`config.mk`:
```
export PLATFORM = sky130hd
export DESIGN_NAME = irq_sticky_ctrl
export DESIGN_NICKNAME = d
export VERILOG_FILES = /design/src/rtl/irq_pkg.sv /design/src/rtl/irq_sync.sv /design/src/rtl/irq_change_det.sv /design/src/rtl/irq_flag_bank.sv /design/src/rtl/irq_pin_drive.sv /design/src/rtl/irq_sticky_ctrl.sv
export SDC_FILE = /design/constraint.sdc
export NUM_CORES = 1
export LEC_CHECK = 0
export BUFFER_PORTS_ARGS = -buffer_cell sky130_fd_sc_hd__buf_2
export CAP_MARGIN = 10
export CELL_PAD_IN_SITES_DETAIL_PLACEMENT = 0
export CELL_PAD_IN_SITES_GLOBAL_PLACEMENT = 1
export CORE_UTILIZATION = 34
export DETAILED_ROUTE_END_ITERATION = 8
export PLACE_DENSITY_LB_ADDON = 0.15
export SLEW_MARGIN = 10
export SYNTH_ARGS = -nofsm -noshare
export SYNTH_HDL_FRONTEND = slang
export SYNTH_SLANG_ARGS = --single-unit
```
`constraint.sdc`:
```
create_clock -name clk -period 3.07 [get_ports clk]
set_input_delay 0.307 -clock clk [delete_from_list [all_inputs] [get_ports clk]]
set_output_delay 0.307 -clock clk [all_outputs]
set_load 0.05 [all_outputs]
```
`src/rtl/irq_pkg.sv`:
```
// Package: shared types for the sticky interrupt collector.
// Assumes: nothing beyond IEEE 1800-2017.
package irq_pkg;

    // Pin drive schemes; the encoding is the register value software writes.
    typedef enum logic [1:0] {
        PIN_OD_ACT_LOW  = 2'b00,
        PIN_OD_ACT_HIGH = 2'b01,
        PIN_PP_ACT_HIGH = 2'b10,
        PIN_PP_ACT_LOW  = 2'b11
    } pin_mode_e;

    localparam pin_mode_e PIN_MODE_RESET = PIN_PP_ACT_LOW;

endpackage

```
`src/rtl/irq_sync.sv`:
```
// Module: irq_sync
// Brings one asynchronous level into the clock domain through a flop chain.
// Assumes: STAGES >= 2; output is low during and right after reset.
module irq_sync #(
    parameter int STAGES = 2
) (
    input  logic clk,
    input  logic rst_n,
    input  logic async_i,
    output logic sync_o
);
    logic [STAGES-1:0] chain_q;

    // Shift the sampled level one stage per clock.
    always_ff @(posedge clk) begin
        if (!rst_n) chain_q <= '0;
        else        chain_q <= {chain_q[STAGES-2:0], async_i};
    end

    assign sync_o = chain_q[STAGES-1];
endmodule

```
`src/rtl/irq_change_det.sv`:
```
// Module: irq_change_det
// Flags every bit of a status vector that differs from its value one clock earlier.
// Assumes: the first cycle after reset has no valid history, so it reports nothing.
module irq_change_det #(
    parameter int WIDTH = 16
) (
    input  logic             clk,
    input  logic             rst_n,
    input  logic [WIDTH-1:0] status_i,
    output logic [WIDTH-1:0] change_o
);
    logic [WIDTH-1:0] prev_q;
    logic             primed_q;

    // Remember the last sampled status and whether that sample is valid.
    always_ff @(posedge clk) begin
        if (!rst_n) begin
            prev_q   <= '0;
            primed_q <= 1'b0;
        end else begin
            prev_q   <= status_i;
            primed_q <= 1'b1;
        end
    end

    // Report transitions in either direction once history exists.
    always_comb begin
        change_o = primed_q ? (status_i ^ prev_q) : '0;
    end

    // Stable status must never report a change on the following cycle. R2
    AST_STABLE_NO_CHANGE: assert property (@(posedge clk) disable iff (!rst_n)
        $stable(status_i) |-> (change_o == '0));
endmodule

```
`src/rtl/irq_flag_bank.sv`:
```
// Module: irq_flag_bank
// Holds the sticky flags; set requests override clear requests on the same bit.
// Assumes: set and clear vectors are already qualified by the caller.
module irq_flag_bank #(
    parameter int WIDTH = 16
) (
    input  logic             clk,
    input  logic             rst_n,
    input  logic [WIDTH-1:0] set_i,
    input  logic [WIDTH-1:0] clr_i,
    output logic [WIDTH-1:0] flags_o
);
    logic [WIDTH-1:0] flags_q;
    logic [WIDTH-1:0] flags_d;

    // Next flags: drop cleared bits, then add set bits so a set is never lost.
    always_comb begin
        flags_d = (flags_q & ~clr_i) | set_i;
    end

    // Register the flag vector.
    always_ff @(posedge clk) begin
        if (!rst_n) flags_q <= '0;
        else        flags_q <= flags_d;
    end

    assign flags_o = flags_q;

    AST_SET_WINS: assert property (@(posedge clk) disable iff (!rst_n)
        1'b1 |=> ((flags_q & $past(set_i)) == $past(set_i)));
    AST_CLEAR_TAKES: assert property (@(posedge clk) disable iff (!rst_n)
        1'b1 |=> ((flags_q & $past(clr_i & ~set_i)) == '0));
    AST_STICKY_HOLD: assert property (@(posedge clk) disable iff (!rst_n)
        1'b1 |=> ((flags_q & $past(flags_q & ~clr_i)) == $past(flags_q & ~clr_i)));
endmodule

```
`src/rtl/irq_pin_drive.sv`:
```
// Module: irq_pin_drive
// Holds the pin drive mode and maps the interrupt level onto data and enable.
// Assumes: the mode resets to push-pull active-low.
module irq_pin_drive
    import irq_pkg::*;
(
    input  logic       clk,
    input  logic       rst_n,
    input  logic       mode_we_i,
    input  logic [1:0] mode_i,
    input  logic       irq_i,
    output logic       pin_o,
    output logic       pin_oe_o
);
    pin_mode_e mode_q;

    // Load a new drive mode on a write strobe.
    always_ff @(posedge clk) begin
        if (!rst_n)         mode_q <= PIN_MODE_RESET;
        else if (mode_we_i) mode_q <= pin_mode_e'(mode_i);
    end

    // Translate the asserted level into pin data and enable for the mode.
    always_comb begin
        unique case (mode_q)
            PIN_OD_ACT_LOW:  begin pin_oe_o = irq_i; pin_o = 1'b0;   end
            PIN_OD_ACT_HIGH: begin pin_oe_o = irq_i; pin_o = 1'b1;   end
            PIN_PP_ACT_HIGH: begin pin_oe_o = 1'b1;  pin_o = irq_i;  end
            default:         begin pin_oe_o = 1'b1;  pin_o = ~irq_i; end
        endcase
    end

    AST_MODE_HOLDS: assert property (@(posedge clk) disable iff (!rst_n)
        !mode_we_i |=> $stable(mode_q));
endmodule

```
`src/rtl/irq_sticky_ctrl.sv`:
```
// Module: irq_sticky_ctrl (top)
// Turns status transitions into sticky maskable flags and drives one interrupt pin.
// Assumes: clear and mode strobes last one cycle; hw_clr_pin_i is asynchronous.
module irq_sticky_ctrl #(
    parameter int WIDTH       = 16,
    parameter int SYNC_STAGES = 2
) (
    input  logic             clk,
    input  logic             rst_n,
    input  logic [WIDTH-1:0] status_i,
    input  logic [WIDTH-1:0] mask_i,
    input  logic             clr_we_i,
    input  logic [WIDTH-1:0] clr_bits_i,
    input  logic             clr_all_i,
    input  logic             hw_clr_pin_i,
    input  logic             mode_we_i,
    input  logic [1:0]       mode_i,
    output logic [WIDTH-1:0] monitor_o,
    output logic             irq_pin_o,
    output logic             irq_pin_oe_o
);
    logic [WIDTH-1:0] change_vec;
    logic [WIDTH-1:0] set_vec;
    logic [WIDTH-1:0] clr_vec;
    logic             hw_clr_sync;
    logic             irq_level;

    irq_sync #(.STAGES(SYNC_STAGES)) u_hw_sync (
        .clk(clk), .rst_n(rst_n), .async_i(hw_clr_pin_i), .sync_o(hw_clr_sync)
    );

    irq_change_det #(.WIDTH(WIDTH)) u_change (
        .clk(clk), .rst_n(rst_n), .status_i(status_i), .change_o(change_vec)
    );

    // Qualify events by mask and merge every clear source.
    always_comb begin
        set_vec = change_vec & mask_i;
        clr_vec = (clr_we_i ? clr_bits_i : '0) | {WIDTH{clr_all_i | hw_clr_sync}};
    end

    irq_flag_bank #(.WIDTH(WIDTH)) u_flags (
        .clk(clk), .rst_n(rst_n), .set_i(set_vec), .clr_i(clr_vec), .flags_o(monitor_o)
    );

    // Interrupt condition: any flag raised.
    always_comb begin
        irq_level = |monitor_o;
    end

    irq_pin_drive u_pin (
        .clk(clk), .rst_n(rst_n), .mode_we_i(mode_we_i), .mode_i(mode_i),
        .irq_i(irq_level), .pin_o(irq_pin_o), .pin_oe_o(irq_pin_oe_o)
    );

    AST_RESET_STATE: assert property (@(posedge clk)
        $rose(rst_n) |-> (monitor_o == '0 && irq_pin_o && irq_pin_oe_o));
    AST_MASK_GATES_SET: assert property (@(posedge clk) disable iff (!rst_n)
        1'b1 |=> (((monitor_o & ~$past(monitor_o)) & ~$past(mask_i)) == '0));
    AST_HW_CLEAR: assert property (@(posedge clk) disable iff (!rst_n)
        hw_clr_sync |=> ((monitor_o & ~$past(set_vec)) == '0));
    AST_ASSERTED_DRIVES: assert property (@(posedge clk) disable iff (!rst_n)
        (monitor_o != '0) |-> irq_pin_oe_o);
endmodule

```
==> flow_summary.json <==
{
  "outcome": "finished clean",
  "synth_area_mm2": 0.001481,
  "crit_arrival_ns": 1.67,
  "r2r_start": "u_change.primed_q$_DFF_P_",
  "postCtsSetupRepairBufs": 0,
  "dr.pass1.iters": 4,
  "num_antenna_cells": 0,
  "crit_start": "u_flags.flags_o[7]$_SDFF_PN0_",
  "endpoint_kind": "output port",
  "cts_root_buf": "clkbuf_8",
  "min_period_over_period_pct": 64.55,
  "clk_latency_ns": 0.28,
  "regToRegEndpoint": "u_flags.flags_o[14]$_SDFF_PN0_",
  "ys_seq_elements": 37,
  "io_pins": 74,
  "placed_cells": 272,
  "drc": 0,
  "synth_cell_types": 19,
  "final_nets": 285,
  "final_area_mm2": 0.001944,
  "place_congestion": 0.7516,
  "crit_path_end": "irq_pin_o",
  "vias": 1304,
  "viasPerCell": 4.691,
  "slew_headroom_pct": 58.74,
  "hold_path_class": "input port to flop",
  "grt_pass1_wl_mm": 5.499,
  "placed_cell_area_mm2": 0.001871,
  "power.density_mw_per_mm2": 511.8,
  "setup_viol": 0,
  "clkTransAtPathRegs_ns": 0.07,
  "drive_above_1_share_pct": 36.40,
  "numCtsBuffers": 5,
  "clock_path_buffers": 2,
  "grt.overflow.total": 0,
  "cts.repair.resized": 0,
  "cts.htree.levels": 2,
  "die-height_um": 68.01,
  "routed_wl_mm": 3.572,
  "utilization_pct": 47.58,
  "synth_commonest_cells": "dfxtp_1 (37), nand3_1 (32), nand2_1 (19)",
  "worstMarginPinSlew_ns": 0.6180,
  "io_buffers": 73,
  "crit_type": "flop to output port",
  "routedWlPerCell_um": 12.85,
  "die_width_um": 68.01,
  "fill_cells": 412,
  "syn_to_final_growth_pct": 31.25,
  "fmax_mhz": 504.6,
  "dpl.hpwl_mm": 2.753,
  "die_area_mm2": 0.004625,
  "grt_usage_pct": 16.65,
  "skew_ns": 0.007661,
  "synth_edf_count": 0,
  "yosysSeqAreaShare_pct": 50.00,
  "ff2ff_setup_slack_ns": 1.87,
  "synth.most_common_cell": "dfxtp_1",
  "core.rowCount": 23,
  "cts_tree": "built",
  "start_util_pct": 36.25,
  "synth.top_cell.area_share_pct": 50.00,
  "synthFlopType": "dfxtp_1",
  "syn_nets": 213,
  "postSynthAreaPerCell_um2": 9.436,
  "antenna_found_initial": 0,
  "fin_setup_tns_ns": 0,
  "period_needed_ns": 1.982,
  "async_flop_share_pct": 0,
  "cp.required_ns": 2.76,
  "start_kind": "flop",
  "cap_violations": 0,
  "cts-hold-fix-buffers": 0,
  "synth_top_area_cell": "dfxtp_1",
  "timing.hold.ws_ns": 0.2441,
  "core_mm2": 0.004086,
  "rr_worst_depth": 2,
  "rsz0062_at_grt": "no",
  "ant_nets": 0,
  "clock-sinks": 37,
  "hold_depth": 2,
  "instances_no_fill": 278,
  "p_leak_nw": 0.9201,
  "path_max_fanout": 3,
  "slew_violations": 0,
  "netlist_top_cells_area": "dfxtp_1 (50%), nand3_1 (11%), xor2_1 (10%)",
  "grt_pass1_vias": 1212,
  "max-vdd-ir-drop_uv": 263.5,
  "drt_iter0_drc": 61,
  "yosys_warnings": 0,
  "netlist_instances": 157,
  "grt_max_degree": 38,
  "final_hold_viol_count": 0
}
[worst max-delay path: stages, from the launching register on]
cell	delay, ns
dfxtp_1	0.32
nor4_1	0.44
a41oi_1	0.20
xor2_1	0.16
buf_2	0.28
[sequential cells by signal, summed over array words and instances, names as in the netlist]
signal / flops
u_change.prev_q: 16
u_flags.flags_o: 16
u_pin.mode_q: 2
u_hw_sync.chain_q: 2
u_change.primed_q: 1
[power breakdown]
part / switching (W) / internal (W)
Clock: 0.000153 / 0.000149
Combinational: 0.000104 / 0.0000691
Sequential: 0.0000165 / 0.000504
Total: 0.000273 / 0.000722
[stage by stage]
| stage | power, W | setup slack [ns] |
|---|---|---|
| after global placement | 0.0007027 | 1.433 |
| after floorplan | 0.0006393 | 0.9601 |
| after detailed placement | 0.0007066 | 1.388 |
| after global routing | 0.001052 | 0.8828 |
| final | 0.0009952 | 1.088 |
| after CTS | 0.001015 | 1.069 |
[metal layers]
| metal | routed length (um) | part of all wire (%) | vias up | global-route usage (%) |
|---|---|---|---|---|
| met5 | 0 | 0 | - | 0 |
| met4 | 49 | 1.4 | 0 | 6.250 |
| met3 | 247 | 6.9 | 6 | 6.000 |
| met2 | 1765 | 49 | 42 | 27.57 |
| met1 | 1510 | 42 | 586 | 19.49 |
| li1 | - | - | 670 | - |
[placed cells by master, fill, tap and decap left out, drive strengths merged]
master   n
xor2    17
clkbuf   5
buf     73
a41oi    1
and4     1
clkinv   1
o211ai   1
and2    18
nand2   19
inv      1
nor4     4
dfxtp   37
mux2i    1
nor2     1
a21boi  16
nand3   32
[final cells by class]
class | count | area (um^2) | area share [%]
Timing Repair Buffer | 73 | 365.4 | 18.79
Sequential cell | 37 | 740.7 | 38.10
Tap cell | 50 | 62.56 | 3.218
Inverter | 1 | 3.754 | 0.1931
Clock buffer | 5 | 68.82 | 3.539
Clock inverter | 1 | 5.005 | 0.2574
Multi-Input combinational cell | 111 | 698.2 | 35.91
[logic make-up (layout without fill, tap and decap cells)]
| group | Yosys count | after routing | synth area share (%) |
|---|---|---|---|
| xor+xnor | 17 | 17 | 10.05 |
| simple gates | 75 | 75 | 27.20 |
| mux | 1 | 1 | 0.6757 |
| compound gates | 18 | 18 | 9.206 |
| flops | 37 | 37 | 50.00 |
| buf+inv | 9 | 80 | 2.872 |
[worst min path at each step]
stage | startpoint | slack [ns] | to
6_report | hw_clr_pin_i | 0.24 | u_hw_sync.chain_q[0]$_SDFF_PN0_
5_1_grt | hw_clr_pin_i | 0.24 | u_hw_sync.chain_q[0]$_SDFF_PN0_
4_1_cts | hw_clr_pin_i | 0.23 | u_hw_sync.chain_q[0]$_SDFF_PN0_
3_5_place_dp | u_hw_sync.chain_q[0]$_SDFF_PN0_ | 0.43 | u_hw_sync.chain_q[1]$_SDFF_PN0_
3_3_place_gp | u_hw_sync.chain_q[0]$_SDFF_PN0_ | 0.42 | u_hw_sync.chain_q[1]$_SDFF_PN0_
2_1_floorplan | rst_n | 0.33 | u_change.primed_q$_DFF_P_
(Power assumes the default switching activity.)
